===== src/rtl/stu_pkg.sv =====
package stu_pkg;
    localparam int REG_W   = 16;
    localparam int GO_BIT  = 15;
    localparam int VLD_BIT = 12;

    localparam logic [2:0] OPC_FLUSH = 3'd1;
    localparam logic [2:0] OPC_LOAD  = 3'd3;
    localparam logic [2:0] OPC_NEXT  = 3'd5;

    localparam logic [2:0] A_CMD   = 3'd0;
    localparam logic [2:0] A_SID   = 3'd1;
    localparam logic [2:0] A_VLD   = 3'd2;
    localparam logic [2:0] A_DATA0 = 3'd3;

    typedef enum logic [1:0] {
        ST_IDLE  = 2'd0,
        ST_FLUSH = 2'd1,
        ST_LOAD  = 2'd2,
        ST_SCAN  = 2'd3
    } fsm_e;
endpackage


===== src/rtl/stu_entry_store.sv =====
module stu_entry_store #(
    parameter int SID_W = 6,
    parameter int ST_W  = 32
) (
    input  logic                  clk,
    input  logic                  rst_n,
    input  logic                  clr_all,
    input  logic                  wr_en,
    input  logic [SID_W-1:0]      wr_sid,
    input  logic                  wr_valid,
    input  logic [ST_W-1:0]       wr_states,
    input  logic [SID_W-1:0]      rd_sid,
    output logic                  rd_valid,
    output logic [ST_W-1:0]       rd_states,
    output logic [(1<<SID_W)-1:0] vld_vec
);
    localparam int DEPTH = 1 << SID_W;

    logic [ST_W-1:0] st_mem [DEPTH];

    for (genvar e = 0; e < DEPTH; e++) begin : g_entry
        logic hit_e;
        assign hit_e = wr_en && (wr_sid == SID_W'(e));

        always_ff @(posedge clk or negedge rst_n) begin
            if (!rst_n) begin
                vld_vec[e] <= 1'b0;
            end else if (clr_all) begin
                vld_vec[e] <= 1'b0;
            end else if (hit_e) begin
                vld_vec[e] <= wr_valid;
            end
        end

        always_ff @(posedge clk) begin
            if (hit_e && wr_valid) begin
                st_mem[e] <= wr_states;
            end
        end
    end

    assign rd_valid  = vld_vec[rd_sid];
    assign rd_states = st_mem[rd_sid];
endmodule


===== src/rtl/stu_cmd_fsm.sv =====
module stu_cmd_fsm
    import stu_pkg::*;
#(
    parameter int SID_W = 6
) (
    input  logic             clk,
    input  logic             rst_n,
    input  logic             start,
    input  logic [2:0]       start_op,
    input  logic [SID_W-1:0] cfg_sid,
    input  logic             rd_valid,
    output logic             busy,
    output logic [SID_W-1:0] ptr,
    output logic             store_wr,
    output logic             store_clr,
    output logic             res_we,
    output logic             res_hit,
    output logic [SID_W-1:0] res_sid
);
    localparam logic [SID_W-1:0] SID_MAX = '1;

    fsm_e             state_q, state_d;
    logic [SID_W-1:0] ptr_q, ptr_d;
    logic             scan_end;

    assign scan_end = rd_valid || (ptr_q == SID_MAX);

    always_ff @(posedge clk or negedge rst_n) begin
        if (!rst_n) begin
            state_q <= ST_IDLE;
            ptr_q   <= '0;
        end else begin
            state_q <= state_d;
            ptr_q   <= ptr_d;
        end
    end

    always_comb begin
        state_d = state_q;
        ptr_d   = ptr_q;
        unique case (state_q)
            ST_IDLE: begin
                if (start) begin
                    case (start_op)
                        OPC_FLUSH: state_d = ST_FLUSH;
                        OPC_LOAD:  state_d = ST_LOAD;
                        OPC_NEXT: begin
                            state_d = ST_SCAN;
                            ptr_d   = cfg_sid + SID_W'(1);
                        end
                        default:   state_d = ST_IDLE;
                    endcase
                end
            end
            ST_FLUSH: state_d = ST_IDLE;
            ST_LOAD:  state_d = ST_IDLE;
            ST_SCAN: begin
                if (scan_end) begin
                    state_d = ST_IDLE;
                end else begin
                    ptr_d = ptr_q + SID_W'(1);
                end
            end
        endcase
    end

    always_comb begin
        busy      = (state_q != ST_IDLE);
        ptr       = ptr_q;
        store_wr  = (state_q == ST_LOAD);
        store_clr = (state_q == ST_FLUSH);
        res_we    = (state_q == ST_SCAN) && scan_end;
        res_hit   = (state_q == ST_SCAN) && rd_valid;
        res_sid   = rd_valid ? ptr_q : SID_MAX;
    end
endmodule


===== src/rtl/stu_host_regs.sv =====
module stu_host_regs
    import stu_pkg::*;
#(
    parameter int SID_W = 6,
    parameter int NREG  = 2
) (
    input  logic                  clk,
    input  logic                  rst_n,
    input  logic                  cfg_wr,
    input  logic [2:0]            cfg_addr,
    input  logic [REG_W-1:0]      cfg_wdata,
    output logic [REG_W-1:0]      cfg_rdata,
    input  logic                  busy,
    input  logic                  res_we,
    input  logic                  res_hit,
    input  logic [SID_W-1:0]      res_sid,
    input  logic [NREG*REG_W-1:0] res_data,
    output logic                  start,
    output logic [2:0]            start_op,
    output logic [SID_W-1:0]      sid_q,
    output logic                  vld_q,
    output logic [NREG*REG_W-1:0] data_q,
    output logic [2:0]            op_q
);
    logic wr_ok;
    logic op_legal;

    assign start_op = cfg_wdata[14:12];
    assign op_legal = (start_op == OPC_FLUSH) || (start_op == OPC_LOAD) ||
                      (start_op == OPC_NEXT);
    assign wr_ok    = cfg_wr && !busy;
    assign start    = wr_ok && (cfg_addr == A_CMD) && cfg_wdata[GO_BIT] && op_legal;

    always_ff @(posedge clk or negedge rst_n) begin
        if (!rst_n) begin
            sid_q  <= '0;
            vld_q  <= 1'b0;
            data_q <= '0;
            op_q   <= '0;
        end else if (res_we) begin
            sid_q  <= res_sid;
            vld_q  <= res_hit;
            data_q <= res_hit ? res_data : '0;
        end else if (wr_ok) begin
            if (cfg_addr == A_SID) sid_q <= cfg_wdata[SID_W-1:0];
            if (cfg_addr == A_VLD) vld_q <= cfg_wdata[VLD_BIT];
            for (int r = 0; r < NREG; r++) begin
                if (cfg_addr == 3'(int'(A_DATA0) + r)) begin
                    data_q[r*REG_W +: REG_W] <= cfg_wdata;
                end
            end
            if (start) op_q <= start_op;
        end
    end

    always_comb begin
        cfg_rdata = '0;
        if (cfg_addr == A_CMD) begin
            cfg_rdata[GO_BIT] = busy;
            cfg_rdata[14:12]  = op_q;
        end
        if (cfg_addr == A_SID) cfg_rdata[SID_W-1:0] = sid_q;
        if (cfg_addr == A_VLD) cfg_rdata[VLD_BIT] = vld_q;
        for (int r = 0; r < NREG; r++) begin
            if (cfg_addr == 3'(int'(A_DATA0) + r)) begin
                cfg_rdata = data_q[r*REG_W +: REG_W];
            end
        end
    end
endmodule


===== src/rtl/stu_state_table.sv =====
module stu_state_table
    import stu_pkg::*;
#(
    parameter int SID_W  = 6,
    parameter int NPORTS = 16
) (
    input  logic        clk,
    input  logic        rst_n,
    input  logic        cfg_wr,
    input  logic [2:0]  cfg_addr,
    input  logic [15:0] cfg_wdata,
    output logic [15:0] cfg_rdata
);
    localparam int DEPTH  = 1 << SID_W;
    localparam int NREG   = (NPORTS + 7) / 8;
    localparam int ST_W   = 2 * NPORTS;
    localparam int DATA_W = NREG * REG_W;

    logic                  start;
    logic [2:0]            start_op;
    logic [SID_W-1:0]      sid_q;
    logic                  vld_q;
    logic [DATA_W-1:0]     data_q;
    logic [2:0]            op_q;
    logic                  busy;
    logic [SID_W-1:0]      ptr;
    logic                  store_wr, store_clr;
    logic                  res_we, res_hit;
    logic [SID_W-1:0]      res_sid;
    logic                  rd_valid;
    logic [ST_W-1:0]       rd_states;
    logic [DEPTH-1:0]      vld_vec;
    logic [DATA_W-1:0]     res_data;

    always_comb begin
        res_data           = '0;
        res_data[ST_W-1:0] = rd_states;
    end

    stu_host_regs #(.SID_W(SID_W), .NREG(NREG)) u_regs (
        .clk(clk), .rst_n(rst_n),
        .cfg_wr(cfg_wr), .cfg_addr(cfg_addr), .cfg_wdata(cfg_wdata), .cfg_rdata(cfg_rdata),
        .busy(busy), .res_we(res_we), .res_hit(res_hit), .res_sid(res_sid), .res_data(res_data),
        .start(start), .start_op(start_op), .sid_q(sid_q), .vld_q(vld_q), .data_q(data_q),
        .op_q(op_q)
    );

    stu_cmd_fsm #(.SID_W(SID_W)) u_fsm (
        .clk(clk), .rst_n(rst_n), .start(start), .start_op(start_op), .cfg_sid(sid_q),
        .rd_valid(rd_valid), .busy(busy), .ptr(ptr), .store_wr(store_wr),
        .store_clr(store_clr), .res_we(res_we), .res_hit(res_hit), .res_sid(res_sid)
    );

    stu_entry_store #(.SID_W(SID_W), .ST_W(ST_W)) u_store (
        .clk(clk), .rst_n(rst_n), .clr_all(store_clr), .wr_en(store_wr), .wr_sid(sid_q),
        .wr_valid(vld_q), .wr_states(data_q[ST_W-1:0]), .rd_sid(ptr), .rd_valid(rd_valid),
        .rd_states(rd_states), .vld_vec(vld_vec)
    );
endmodule


===== config.mk =====
export PLATFORM = sky130hd
export DESIGN_NAME = stu_state_table
export DESIGN_NICKNAME = d
export VERILOG_FILES = /design/src/rtl/stu_pkg.sv /design/src/rtl/stu_entry_store.sv /design/src/rtl/stu_cmd_fsm.sv /design/src/rtl/stu_host_regs.sv /design/src/rtl/stu_state_table.sv
export SDC_FILE = /design/constraint.sdc
export NUM_CORES = 2
export LEC_CHECK = 0
export BUFFER_PORTS_ARGS = -buffer_cell sky130_fd_sc_hd__buf_2
export CORE_MARGIN = 1.5
export CORE_UTILIZATION = 26
export DETAILED_ROUTE_END_ITERATION = 8
export GPL_ROUTABILITY_DRIVEN = 0
export PLACE_DENSITY = 0.5
export REMOVE_ABC_BUFFERS = 1
export SKIP_CTS_REPAIR_TIMING = 1
export SLEW_MARGIN = 30
export SYNTH_ARGS = -nofsm -noshare
export SYNTH_HDL_FRONTEND = slang
export SYNTH_SLANG_ARGS = --single-unit

===== constraint.sdc =====
create_clock -name clk -period 4 [get_ports clk]
set_input_delay 1.2 -clock clk [delete_from_list [all_inputs] [get_ports clk]]
set_output_delay 1.2 -clock clk [all_outputs]
set_load 0.02 [all_outputs]

# Yosys cells after proc, flatten, opt, wreduce, memory -nomap -nowiden
# Memories as Yosys holds them, arrays and structs flattened.
# Index checks and enable logic that the tools add are counted.
dict set report classes {
  n_addsub 2
  magnitude_cmp 1
  eq_ne 78
  n_mux 472
  n_bitwise 1
  n_reduce_logical 283
}
# operator count
set ops {}
lappend ops {{$mux W32} 66}
lappend ops {{$reduce_or A32 Y1} 63}
lappend ops {{$mux W6} 71}
lappend ops {{$mux W1} 324}
lappend ops {{$eq A6 B6 Y1 const B} 33}
lappend ops {{$reduce_bool A2 Y1} 71}
lappend ops {{$logic_and A1 B1 Y1} 134}
lappend ops {{$eq A6 B5 Y1 const B} 16}
lappend ops {{$mux W16} 4}
lappend ops {{$eq A6 B4 Y1 const B} 8}
lappend ops {{$eq A6 B3 Y1 const B} 4}
lappend ops {{$add A6 B1 Y6 const B} 2}
lappend ops {{$eq A6 B2 Y1 const B} 2}
lappend ops {{$pmux W2 S3} 2}
lappend ops {{$pmux W6 S2} 1}
lappend ops {{$reduce_and A2 Y1} 5}
lappend ops {{$eq A3 B2 Y1 const B} 3}
lappend ops {{$lt A6 B7 Y1 const B} 1}
lappend ops {{$bmux W1 S6} 1}
lappend ops {{$eq A3 B1 Y1 const B} 2}
lappend ops {{$eq A3 B3 Y1 const B} 2}
lappend ops {{$eq A6 B1 Y1 const B} 1}
lappend ops {{$logic_not A6 Y1} 1}
lappend ops {{$ne A2 B2 Y1 const B} 3}
lappend ops {{other kinds (13)} 17}
dict set report totals {
  ff_bits 114
  ram_bits 2048
  input_bits 22
  out_inout_bits 16
  word_cells 909
  memories 1
}
# name words word_bits read_ports rd_clocked_by_memory_dff wr line
set mem_list {}
lappend mem_list {u_store.st_mem 64 32 1 0 1 stu_entry_store.sv:19} ;# logic [ST_W-1:0] st_mem [DEPTH];

# Logic depth before layout (Yosys ltp)
dict set report depth {
  word_depth 69
  ltp_mapped 14
  mapped_depth_nobuf 7
}

# By module
# A second synthesis with hierarchy kept.
dict set report hier_totals {
  cells_unflattened 4176
  hier_area_um2 84760.0
}
# mod instances cells_per_inst area_each_um2 seq_area_each_um2
set by_module_without_submodules {}
lappend by_module_without_submodules {stu_entry_store 1 3837 81570.7 63100.5}
lappend by_module_without_submodules {stu_host_regs 1 251 2459.9 1051.0}
lappend by_module_without_submodules {stu_cmd_fsm 1 88 729.4 200.2}

# Worst setup path before layout
# No wires, ideal clock.
dict set report synth_timing {
  path_type {input-to-output}
  from {input port cfg_addr[0]}
  to {output port cfg_rdata[0]}
  t_arrival_ps 2420
  setup_slack_ps 380
  path_stages 4
  path_buffers 1
  path_cell_list {clkbuf_1 > nor2b_1 > a22oi_1 > o21ai_0}
}
dict set report synth_between {
  elab_chain_cells 4
}
# element line
set synth_rtl {}
lappend synth_rtl {{start: declaration} stu_state_table.sv:10} ;# input logic [2:0] cfg_addr,
lappend synth_rtl {{$eq A3 B1 Y1} stu_host_regs.sv:62} ;# if (cfg_addr == A_SID) cfg_rdata[SID_W-1:0] = sid_q;
lappend synth_rtl {{$mux W6} stu_host_regs.sv:62}
lappend synth_rtl {{$mux W16} stu_host_regs.sv:65} ;# if (cfg_addr == 3'(int'(A_DATA0) + r)) begin
lappend synth_rtl {{$mux W16 *} stu_host_regs.sv:65}
lappend synth_rtl {{end: declaration} stu_state_table.sv:12} ;# output logic [15:0] cfg_rdata
# Every way passes the cells marked *; elsewhere a longest branch is shown, timed or not.

# Worst setup path after layout
dict set report layout_timing {
  from {input port cfg_addr[0]}
  to {output port cfg_rdata[4]}
}
# The elaborated chain is that of the path after synthesis.

==> key figures <==
Logic synthesis
  • Register bit total from synthesis: 2,162
  • Post-synth EDFFs: 2,048
  • Synth Area per Inst: 23.05 µm²
  • Synth warn: 0
  • Syn Inst Count: 3,657
  • Post-synth top area cell: edfxtp_1
  • Library cells used by synthesis: 59
  • Top cell type's share of synthesized area: 0.7297
  • Ys flop type: edfxtp_1
  • Asr flop ratio synth: 0.05273
  • Post-Syn Area: 84,280 µm²
  • Post-synthesis sequential area ratio: 0.7636
  • Leading post-synthesis cells by cell area: edfxtp_1 (73%), mux4_2 (17%), dfrtp_1 (3.4%)

Layout
  • Commonest non-fill, non-tap cell in the layout: edfxtp_1
  • Commonest non-fill, non-tap cells in the layout: edfxtp_1 (2,048), mux4_2 (640), clkbuf_16 (215)
  • Synth-to-layout area growth: 17.38%
  • Post-route cell area: 98,930 µm²
  • Layout cells sized above 1: 0.3315
  • Final-stage net count: 3,918

STA
  • Setup_tns: 0 ps
  • Tcrit/Tclk final: 0.9170
  • Worst Tran Pin Value: 1008 ps
  • Hold_ws: 317.9 ps
  • Final setup vio count: 0
  • RSZ-0062 raised after global routing: no
  • Setup Skew: 27.11 ps
  • Final min period: 3668 ps
  • Relative slew margins: 0.3261
  • Slew Limit Fails: 0
  • Final hold viol count: 0
  • Maximum clock frequency: 272.6 MHz

CTS
  • Num CTS Buffers: 213
  • CTS clk-pin slew, worst paths: 60 ps
  • Clk sinks: 2,162
  • Root buffer cell: clkbuf_16
  • # H-tree levels: 4
  • CTS tree: done
  • Buffer levels on the longest clock path: 3
  • Clk_lat worst skew: 840 ps

Floorplanning
  • I/O pins: 38
  • Die Ht: 572.3 µm
  • Initial Util: 0.2620
  • DIE AREA: 327,600 µm²
  • FP Rows: 208
  • Core footprint: 321,700 µm²
  • DIE WIDTH: 572.3 µm

Job
  • Total of max-cap violations: 0

Setup path
  • Crit path required time: 2800 ps
  • R2R Setup Slk: 490 ps
  • Start of the worst register-to-register path: u_fsm.ptr[0]
  • Worst R2R End: u_regs.data_q[11]
  • CP Class: in -> out
  • Worst Path Max Fanout: 9
  • Critical Path End Type: output port
  • Critical path startpoint category: primary input
  • Worst Reg2Reg Path Length in Cells: 6
  • Worst path arrival time: 2470 ps

Global routing
  • Overall routing resource usage: 0.1471
  • First-pass GRT wire length: 338.0 mm
  • Antenna violations before repair: 19
  • Vias in the first global route: 41,490
  • Total congestion overflow: 0
  • Pin count of the biggest net entering global routing: 74

Route
  • Vias per inst: 4.843
  • DR WL/cell: 28.97 µm
  • Via count: 40,640
  • Final wirelength: 243.1 mm
  • Starting DRC count in detailed routing: 4,913
  • # DRC: 0
  • TritonRoute pass-1 iters: 6
  • Final ANT Viol Nets: 0

Place
  • PortBufs: 37
  • HPWL Detailed: 132.0 mm
  • Placed instance area: 92,060 µm²

Power
  • Static Leak: 0.02987 µW
  • Worst vdd ir: 0.4183 mV
  • Pwr dens: 599.7 nW/µm²

Min path
  • HP Class: in -> async

Outcome
  • Status: finished clean
## metal layers
layer  GRT usage  share of wire  vias to the layer above
met4     0.03806          0.027                        4
li1            -              -                    16210
met3     0.02349          0.059                      340
met5           0        0.00011                        -
met2      0.2409           0.48                     1395
met1      0.2031           0.43                    22690
## cell usage after synthesis (2+ instances only)
| cell type | instances |
|---|---|
| or3_1 | 2 |
| a22o_1 | 38 |
| o221ai_1 | 2 |
| a221oi_1 | 30 |
| buf_6 | 13 |
| a21oi_1 | 10 |
| nor3_1 | 5 |
| inv_1 | 5 |
| buf_4 | 29 |
| o21ai_0 | 82 |
| mux2i_1 | 55 |
| nand2_1 | 42 |
| nor4b_1 | 2 |
| mux4_2 | 640 |
| buf_12 | 6 |
| edfxtp_1 | 2048 |
| a211oi_1 | 6 |
| buf_1 | 28 |
| a21bo_2 | 3 |
| o21a_1 | 2 |
| nor2b_1 | 13 |
| mux4_1 | 11 |
| a22oi_1 | 6 |
| nand2b_1 | 4 |
| o22a_1 | 2 |
| dfrtp_1 | 114 |
| buf_2 | 46 |
| o31ai_1 | 40 |
| nand3_1 | 14 |
| or2_2 | 6 |
| and2_1 | 2 |
| nand4_1 | 4 |
| clkbuf_1 | 118 |
| nor2_1 | 108 |
| mux2_2 | 18 |
| o21ai_1 | 10 |
| xnor2_1 | 2 |
| a31oi_1 | 7 |
| o211ai_1 | 64 |
## per-stage QoR
step,worst slack [ps],total power [µW],std cells,utilization
6_report,332.1,59330,8392,0.3075
5_1_grt,299.9,61070,8389,0.3075
4_1_cts,367.3,59920,8389,0.3075
3_5_place_dp,373.6,40100,7985,0.2862
3_3_place_gp,296.7,39960,7984,0.2861
2_1_floorplan,-19510,33770,3416,-
## flip-flops by register name (all words and copies together) (netlist names)
signal / cells
u_store.st_mem: 2048
u_store.vld_vec: 64
u_regs.data_q: 32
u_fsm.ptr: 6
u_regs.sid_q: 6
u_regs.op_q: 3
u_fsm.state_q: 2
u_regs.vld_q: 1
## layout make-up
| type | count | area [µm²] |
|---|---|---|
| tap | 4305 | 5386 |
| clock buffer | 262 | 5567 |
| antenna | 3 | 7.507 |
| clock inverter | 142 | 1287 |
| fill | 30900 | 222700 |
| sequential | 2162 | 64410 |
| inverter | 5 | 18.77 |
| multi-input combinational | 1249 | 19160 |
| timing repair buffer | 264 | 3092 |
## power by group
part / leakage (µW) / switching, µW / internal (µW)
sequential: 0.0197 / 693 / 26800
clock: 0.00338 / 8730 / 11100
combinational: 0.00676 / 7720 / 4290
total: 0.0299 / 17100 / 42200
## worst max path at each step
stage	from	endpoint	slack, ps	depth (start not counted)
final	cfg_addr[0]	cfg_rdata[4]	330	5
after global routing	cfg_addr[2]	cfg_rdata[4]	300	5
after floorplan	u_fsm.ptr[0]	u_fsm.ptr[0]	-19510	6
after detailed placement	cfg_addr[2]	cfg_rdata[4]	370	5
after CTS	cfg_addr[2]	cfg_rdata[4]	370	5
after global placement	cfg_addr[2]	cfg_rdata[4]	300	5
## worst max-delay path, cell delays in order
cell and delay [ps]:
buf_2 180, nor2b_1 390, a22oi_1 160, o21ai_0 300, buf_2 230
## cells by family (layout without fill, tap and decap cells)
family                     after synthesis  in the layout  share of synthesized area
other                                    0              3                          0
muxes                                  724            724                     0.1834
xor gates and xnor gates                 3              3                  0.0003118
DFF                                   2162           2162                     0.7636
AOI/OAI and AO/OA                      312            312                    0.02622
buffers and inverters                  246            673                    0.01526
adders and majority gates                1              1                  0.0001484
and+or+nand+nor                        209            209                    0.01110
Power figures use the tool's default switching activity.
